--- src/rtl/amgpio_pkg.sv ---
package amgpio_pkg;

  localparam int ID_COUNT = 12;

  function automatic logic [7:0] id_byte(input logic [3:0] idx);
    logic [7:0] b;
    case (idx)
      4'd4:    b = 8'h61;
      4'd5:    b = 8'h10;
      4'd6:    b = 8'h04;
      4'd8:    b = 8'h0D;
      4'd9:    b = 8'hF0;
      4'd10:   b = 8'h05;
      4'd11:   b = 8'hB1;
      default: b = 8'h00;
    endcase
    return b;
  endfunction

endpackage

--- src/rtl/amgpio_regs.sv ---
module amgpio_regs #(
  parameter int PIN_W = 8
) (
  input  logic             clk,
  input  logic             rst_n,
  input  logic             data_we,
  input  logic             dir_we,
  input  logic [PIN_W-1:0] wr_mask,
  input  logic [PIN_W-1:0] wdata,
  input  logic [PIN_W-1:0] pin_in,
  output logic [PIN_W-1:0] data_q,
  output logic [PIN_W-1:0] dir_q
);

  logic [PIN_W-1:0] sel_w;
  logic [PIN_W-1:0] after_wr;
  logic [PIN_W-1:0] data_d;

  assign sel_w    = data_we ? (wr_mask & dir_q) : '0;
  assign after_wr = (data_q & ~sel_w) | (wdata & sel_w);
  assign data_d   = (after_wr & dir_q) | (pin_in & ~dir_q);

  always_ff @(posedge clk or negedge rst_n) begin
    if (!rst_n) begin
      data_q <= '0;
      dir_q  <= '0;
    end else begin
      data_q <= data_d;
      if (dir_we) dir_q <= wdata;
    end
  end

  AST_WRITE_KEEPS_UNSELECTED: assert property (@(posedge clk) disable iff (!rst_n)
    data_we |=> (((data_q ^ $past(data_q)) & $past(dir_q) & ~$past(wr_mask)) == '0));

  AST_OUTPUT_BITS_HOLD: assert property (@(posedge clk) disable iff (!rst_n)
    !data_we |=> (((data_q ^ $past(data_q)) & $past(dir_q)) == '0));

  AST_INPUT_BITS_FOLLOW: assert property (@(posedge clk) disable iff (!rst_n)
    1'b1 |=> (((data_q ^ $past(pin_in)) & ~$past(dir_q)) == '0));

  AST_DIR_HOLD: assert property (@(posedge clk) disable iff (!rst_n)
    !dir_we |=> $stable(dir_q));

endmodule

--- src/rtl/amgpio_pinout.sv ---
module amgpio_pinout #(
  parameter int PIN_W = 8
) (
  input  logic             clk,
  input  logic             rst_n,
  input  logic [PIN_W-1:0] data_q,
  input  logic [PIN_W-1:0] dir_q,
  output logic [PIN_W-1:0] pin_out,
  output logic             out_change,
  output logic [PIN_W-1:0] out_changed
);

  logic [PIN_W-1:0] prev_q;

  for (genvar i = 0; i < PIN_W; i++) begin : g_pin
    assign pin_out[i] = dir_q[i] ? data_q[i] : 1'b1;
  end

  always_ff @(posedge clk or negedge rst_n) begin
    if (!rst_n) prev_q <= '1;
    else        prev_q <= pin_out;
  end

  assign out_changed = pin_out ^ prev_q;
  assign out_change  = |out_changed;

  AST_CHANGE_TRACKS_PINS: assert property (@(posedge clk) disable iff (!rst_n)
    1'b1 |=> (out_change == (pin_out != $past(pin_out))));

  AST_INPUTS_FLOAT_HIGH: assert property (@(posedge clk) disable iff (!rst_n)
    ((~dir_q & ~pin_out) == '0));

endmodule

--- src/rtl/amgpio_rdmux.sv ---
module amgpio_rdmux
  import amgpio_pkg::*;
#(
  parameter int PIN_W  = 8,
  parameter int ADDR_W = 12,
  parameter int DATA_W = 32
) (
  input  logic              clk,
  input  logic              rst_n,
  input  logic              rd,
  input  logic [ADDR_W-1:0] addr,
  input  logic [PIN_W-1:0]  data_q,
  input  logic [PIN_W-1:0]  dir_q,
  output logic [DATA_W-1:0] rdata,
  output logic              rvalid,
  output logic              bad
);

  localparam int WORD_W  = ADDR_W - 2;
  localparam int MASK_LO = 2;
  localparam int MASK_HI = MASK_LO + PIN_W - 1;
  localparam int DIR_WD  = 1 << PIN_W;
  localparam int ID_BASE = (1 << WORD_W) - ID_COUNT;

  logic [WORD_W-1:0] word;
  logic [DATA_W-1:0] rd_val;
  logic              hit;
  logic              unused_lo;

  assign word      = addr[ADDR_W-1:2];
  assign unused_lo = ^addr[1:0];

  always_comb begin
    rd_val = '0;
    hit    = 1'b1;
    if (int'(word) < DIR_WD) begin
      rd_val[PIN_W-1:0] = data_q & addr[MASK_HI:MASK_LO];
    end else if (int'(word) == DIR_WD) begin
      rd_val[PIN_W-1:0] = dir_q;
    end else if (int'(word) >= ID_BASE) begin
      rd_val[7:0] = id_byte(4'(int'(word) - ID_BASE));
    end else begin
      hit = 1'b0;
    end
  end

  always_ff @(posedge clk or negedge rst_n) begin
    if (!rst_n) begin
      rdata  <= '0;
      rvalid <= 1'b0;
      bad    <= 1'b0;
    end else begin
      rvalid <= rd;
      if (rd) rdata <= rd_val;
      if (rd && !hit) bad <= 1'b1;
    end
  end

  AST_RVALID_AFTER_READ: assert property (@(posedge clk) disable iff (!rst_n)
    1'b1 |=> (rvalid == $past(rd)));

  AST_UNSELECTED_READ_ZERO: assert property (@(posedge clk) disable iff (!rst_n)
    (rd && int'(word) < DIR_WD) |=>
      (((rdata[PIN_W-1:0] & ~$past(addr[MASK_HI:MASK_LO])) == '0) &&
       (rdata[DATA_W-1:PIN_W] == '0)));

  AST_BAD_STICKY: assert property (@(posedge clk) disable iff (!rst_n)
    bad |=> bad);

endmodule

--- src/rtl/amgpio_port.sv ---
module amgpio_port #(
  parameter int PIN_W  = 8,
  parameter int ADDR_W = 12,
  parameter int DATA_W = 32
) (
  input  logic              clk,
  input  logic              rst_n,
  input  logic              bus_wr,
  input  logic              bus_rd,
  input  logic [ADDR_W-1:0] bus_addr,
  input  logic [DATA_W-1:0] bus_wdata,
  output logic [DATA_W-1:0] bus_rdata,
  output logic              bus_rvalid,
  input  logic [PIN_W-1:0]  pin_in,
  output logic [PIN_W-1:0]  pin_out,
  output logic              out_change,
  output logic [PIN_W-1:0]  out_changed,
  output logic              bad_access
);

  localparam int MASK_LO = 2;
  localparam int MASK_HI = MASK_LO + PIN_W - 1;
  localparam int DIR_WD  = 1 << PIN_W;

  logic [ADDR_W-3:0] wr_word;
  logic              data_we;
  logic              dir_we;
  logic [PIN_W-1:0]  data_q;
  logic [PIN_W-1:0]  dir_q;
  logic              unused_wd;

  assign wr_word   = bus_addr[ADDR_W-1:2];
  assign data_we   = bus_wr && (int'(wr_word) < DIR_WD);
  assign dir_we    = bus_wr && (int'(wr_word) == DIR_WD);
  assign unused_wd = ^bus_wdata[DATA_W-1:PIN_W];

  amgpio_regs #(.PIN_W(PIN_W)) u_regs (
    .clk     (clk),
    .rst_n   (rst_n),
    .data_we (data_we),
    .dir_we  (dir_we),
    .wr_mask (bus_addr[MASK_HI:MASK_LO]),
    .wdata   (bus_wdata[PIN_W-1:0]),
    .pin_in  (pin_in),
    .data_q  (data_q),
    .dir_q   (dir_q)
  );

  amgpio_pinout #(.PIN_W(PIN_W)) u_pinout (
    .clk         (clk),
    .rst_n       (rst_n),
    .data_q      (data_q),
    .dir_q       (dir_q),
    .pin_out     (pin_out),
    .out_change  (out_change),
    .out_changed (out_changed)
  );

  amgpio_rdmux #(.PIN_W(PIN_W), .ADDR_W(ADDR_W), .DATA_W(DATA_W)) u_rdmux (
    .clk    (clk),
    .rst_n  (rst_n),
    .rd     (bus_rd),
    .addr   (bus_addr),
    .data_q (data_q),
    .dir_q  (dir_q),
    .rdata  (bus_rdata),
    .rvalid (bus_rvalid),
    .bad    (bad_access)
  );

  AST_UNMAPPED_WRITE_INERT: assert property (@(posedge clk) disable iff (!rst_n)
    (bus_wr && !data_we && !dir_we && !bus_rd) |=> ($stable(dir_q) && ($past(dir_q) == dir_q)));

endmodule

--- config.mk ---
export PLATFORM = sky130hd
export DESIGN_NAME = amgpio_port
export DESIGN_NICKNAME = d
export VERILOG_FILES = /design/src/rtl/amgpio_pkg.sv /design/src/rtl/amgpio_regs.sv /design/src/rtl/amgpio_pinout.sv /design/src/rtl/amgpio_rdmux.sv /design/src/rtl/amgpio_port.sv
export SDC_FILE = /design/constraint.sdc
export NUM_CORES = 1
export LEC_CHECK = 0
export BUFFER_PORTS_ARGS = -buffer_cell sky130_fd_sc_hd__buf_2
export CELL_PAD_IN_SITES_DETAIL_PLACEMENT = 1
export CELL_PAD_IN_SITES_GLOBAL_PLACEMENT = 1
export CORE_MARGIN = 1.5
export CORE_UTILIZATION = 33
export CTS_BUF_LIST = sky130_fd_sc_hd__clkbuf_8
export DETAILED_ROUTE_END_ITERATION = 8
export PLACE_DENSITY_LB_ADDON = 0.08
export SETUP_SLACK_MARGIN = 0.4
export SYNTH_ARGS = -nofsm -noshare
export SYNTH_HDL_FRONTEND = slang
export SYNTH_SLANG_ARGS = --single-unit
--- constraint.sdc ---
create_clock -name clk -period 1.4 [get_ports clk]
set_input_delay 0.28 -clock clk [delete_from_list [all_inputs] [get_ports clk]]
set_output_delay 0.28 -clock clk [all_outputs]
set_load 0.05 [all_outputs]
# --- Word level (Yosys, flattened, before mapping) ---
# Cells that the tools add are included.
word_totals:
  word_cells: 49
  reg_bits: 34
classes:
  n_reduce_logical: 5
  bitwise_logic: 11
  add_sub_neg: 1
  n_mux: 16
  n_eq_ne: 8
  order_cmp: 2
ops:
  columns: ["operator", "count"]
  rows:
  - ["$pmux 8 s7", 1]
  - ["$and 8x8->8", 6]
  - ["$mux 8", 4]
  - ["$eq 4x4->1 const B", 4]
  - ["$not 8->8", 2]
  - ["$or 8x8->8", 2]
  - ["$eq 4x3->1 const B", 3]
  - ["$mux 1", 11]
  - ["$eq 10x10->1 const B", 1]
  - ["$ge 10x10->1 const B", 1]
  - ["$lt 10x9->1 const B", 1]
  - ["$reduce_or 8->1", 1]
  - ["$xor 8x8->8", 1]
  - ["$sub 4x3->4 const B", 1]
  - ["$logic_and 1x1->1", 3]
  - ["$logic_not 1->1", 1]

# --- Logic depth before layout (Yosys ltp) ---
depth:
  ltp_word: 8
  ltp_mapped: 6

# --- Modules after synthesis ---
# From an unflattened synthesis, not the netlist that was laid out.
unflattened:
  cells_unflattened: 192
  hier_area_um2: 2029.4
by_module_without_submodules:
  columns: ["mod", "cells_each", "seq_area_each_um2", "area_per_inst_um2", "n_inst"]
  rows:
  - ["amgpio_rdmux", 101, 250.2, 850.8, 1]
  - ["amgpio_regs", 59, 400.4, 721.9, 1]
  - ["amgpio_pinout", 27, 210.2, 419.2, 1]
  - ["amgpio_port", 5, 0.0, 37.5, 1]

# --- Worst setup path after synthesis ---
# No wires, ideal clock.
synth_path:
  path_type: "register to output"
  startpoint: "register (tool-made name)"
  endpoint: "output port out_change"
  required_time_ps: 1120
  path_slack_ps: -1130
  arrival_ps: 2250
  path_buffers: 0
  stages_incl_launch_ff: 5
  path_cell_list: "dfrtp_1 > nand2b_1 > xor2_1 > nor4_1 > nand2_1"
synth_rtl:
  columns: ["item", "line", "rtl"]
  rows:
  - ["to (decl)", "amgpio_port.sv:16", "output logic out_change,"]

==> impl_metrics.csv <==
group,metric,value,unit
clocking,clk_latency,0.29,ns
synthesis,syn_avg_cell_area,10.50,µm²
sta,fin_skew,0.006483,ns
place,place.gp.congestion,0.7965,
floorplanning,io-pin-count,107,
status,violations,"negative hold slack, negative setup slack",
sta,tns,-1.852,ns
critical_path,cp-start-kind,"register",
sta,fmax,540.2,MHz
grt,grt_pass1_wl,9.059,mm
final_layout,drive_gt1_frac,0.6162,
status,outcome,"complete, but fails checks",
synthesis,synth_seq_cells,34,
sta,holdWs,-0.1021,ns
clocking,cts_buffers,5,
route,drt-vias-per-instance,4.759,
critical_path,crit_slowest_cell,"dfrtp_1",
route,route.detailed.drc,0,
clocking,cts_tree,"built",
place,placed_area,2698,µm²
clocking,cts-root-buf,"clkbuf_8",
sta,rsz0062_at_grt,"true",
critical_path,cp_max_fo,2,
critical_path,max_stage_delay,0.38,ns
grt,antenna_found_initial,0,
floorplanning,die-height,80.13,µm
floorplanning,initial_utilization,0.3501,
clocking,cts.clk_slew.worst_paths,0.07,ns
floorplanning,dieArea,6421,µm²
critical_path,endpoint_kind,"output pin",
power,powerDensity,732.1,nW/µm²
route,drt-pass1-iter-count,5,
critical_path,worstSetupPathType,"reg2out",
floorplanning,core,5608,µm²
power,p_total,2.470,mW
critical_path,cp_data_required_time,1.12,ns
grt,overflow,0,
route,num_vias,1756,
sta,timing.final.crit_share,1.322,
sta,min_period,1.851,ns
critical_path,cp_top_family,"simple AND/OR/NAND/NOR gates",
clocking,cts_buffer_depth,2,
final_layout,num_antenna_cells,0,
final_layout,final_core_util,0.6015,
floorplanning,die_x,80.13,µm
route,wl_per_cell,16.09,µm
final_layout,fin_nets,352,
final_layout,fin_cells,369,
critical_path,reg2reg_depth,4,
clocking,h-tree-depth,2,
synthesis,yosysUniqueCellTypes,42,
place,port_buffers,56,
clocking,clock-sinks,34,
route,ant_nets,0,
synthesis,synth_edf_count,0,
worst_hold_path,hold_path.class,"in2async",
critical_path,crit_buf_inv,1,
route,dr.first_iter.drc_count,68,
synthesis,synth_cells,187,
sta,hold_viol_final,11,
grt,grt_max_degree,21,
critical_path,worst-path-stages,5,
final_layout,syn2layout_area_growth,71.83,%
sta,drv_slew,0,
floorplanning,rows,27,
place,dp_cells,342,
place,dp_hpwl,4.195,mm
sta,setup_viol,11,
power,irDropWorstVdd,410.8,µV
synthesis,synth-async-reset-ratio,1.000,
critical_path,worstPathCellList,"nand2b_4 > xor2_4 > nor4_2 > nand2_2 > buf_8",
synthesis,synth_area,1963,µm²
route,routed_wl,5.939,mm
grt,grt_use_total,0.1903,
final_layout,fin_area,3373,µm²
power,p_leak,1.632,nW
flow_run,drv_cap,0,
grt,grt_pass1_vias,1811,
critical_path,critical_path_arrival,1.57,ns
sta,finalWorstSetupSlack,-0.4511,ns
synthesis,synth_ff_type,"dfrtp_1",
synthesis,synth_warnings,0,
synthesis,ys_seq_area_frac,0.4385,
placed cells by master (no fill, tap or decap), drive strengths merged, types with 2 or more instances in the layout:
cell type,netlist,final
nand3,11,11
nor3,2,2
nand2b,11,11
and2,2,2
nor4,3,3
clkbuf,2,6
inv,4,6
and4,4,4
xor2,9,9
mux2,8,8
nand4,3,3
dfrtp,26,26
nand2,7,7
o21ai,5,5
buf,30,111
dfstp,8,8
a32oi,2,2
a21o,2,2
conb,1,24
mux2i,8,8
nor2,14,14
a21oi,13,13
routing by layer:
layer	part of all wire	global-route usage	up-vias	wire, µm
li1	-	-	826	-
met1	0.42	0.2425	859	2497
met2	0.53	0.3303	65	3129
met3	0.039	0.02614	6	232
met4	0.013	0.06207	0	79
met5	0	0	-	0
cells in the mapped netlist, types with 2 or more instances:
| master | n | area, µm² |
|---|---|---|
| nor4_1 | 2 | 12.51 |
| buf_6 | 2 | 22.52 |
| nand2b_1 | 11 | 68.82 |
| nor2_1 | 13 | 48.80 |
| dfrtp_1 | 26 | 650.6 |
| buf_4 | 24 | 180.2 |
| o21ai_0 | 4 | 20.02 |
| a21o_1 | 2 | 15.01 |
| a32oi_1 | 2 | 17.52 |
| inv_1 | 4 | 15.01 |
| nand4_1 | 3 | 18.77 |
| nand3_1 | 11 | 55.05 |
| mux2i_1 | 8 | 80.08 |
| mux2_4 | 8 | 120.1 |
| xor2_1 | 9 | 78.83 |
| dfstp_2 | 8 | 210.2 |
| buf_2 | 3 | 15.01 |
| a21oi_1 | 13 | 65.06 |
| and2_1 | 2 | 12.51 |
| clkbuf_1 | 2 | 7.510 |
| nand2_1 | 6 | 22.52 |
| and4_1 | 4 | 35.03 |
power breakdown:
part	internal [mW]	switching (mW)	leakage (nW)
Combinational	0.242	0.429	1.16
Clock	0.387	0.368	0.0538
Sequential	1.02	0.0252	0.413
Total	1.65	0.822	1.63
stage by stage:
stage                     setup WS (ns)  hold slack, ns
final                           -0.4511         -0.1021
after global routing            -0.5007        -0.08722
after CTS                       -0.4676        -0.08812
after detailed placement        -0.2814          0.2263
after global placement          -0.2495          0.2252
after floorplan                 -0.2867        -0.01559
final cells by class:
class                      instances  area (µm²)
fill                             623        2235
multi-input combinational        140        1309
timing repair buffer             111        1008
sequential                        34       860.8
tap                               72       90.09
clock buffer                       6       82.58
inverter                           4       15.01
clock inverter                     2       7.507
worst reg2reg max path: cells and delay by family, from the launching register on:
| family | cells | cell delay [ns] |
|---|---|---|
| AO/OA/AOI/OAI | 2 | 0.39 |
| AND/OR/NAND/NOR | 1 | 0.14 |
| flip-flops | 1 | 0.39 |
| buffers and inverters | 1 | 0.13 |
worst paths after layout:
kind	startpoint	end	slack (ns)
min in group clk	pin_in[7]	register	0.24
min reg2reg	u_regs.dir_q[7]	u_pinout.prev_q[7]	0.51
min	rst_n	async pin	-0.10
max	register	out_change	-0.45
max in group asynchronous	rst_n	u_pinout.prev_q[5]	0.97
max reg2reg	register	u_rdmux.rdata[0]	0.22
timing repair:
item	4_1_cts	5_1_grt
endpoints found under the setup margin	49	52
cloned	0	0
buffers inserted	10	9
resized for setup	89	31
pin swaps	14	15
endpoints found under the hold margin	11	11
cell families after synthesis:
family,after synthesis,synth area share
AO/OA/AOI/OAI,31,0.1039
XOR/XNOR,9,0.04016
buffers and inverters,36,0.1326
flip-flops,34,0.4385
multiplexers,16,0.1020
other,1,0.001910
AND/OR/NAND/NOR,60,0.1810
Note: power is estimated with default switching activity, not from simulation.
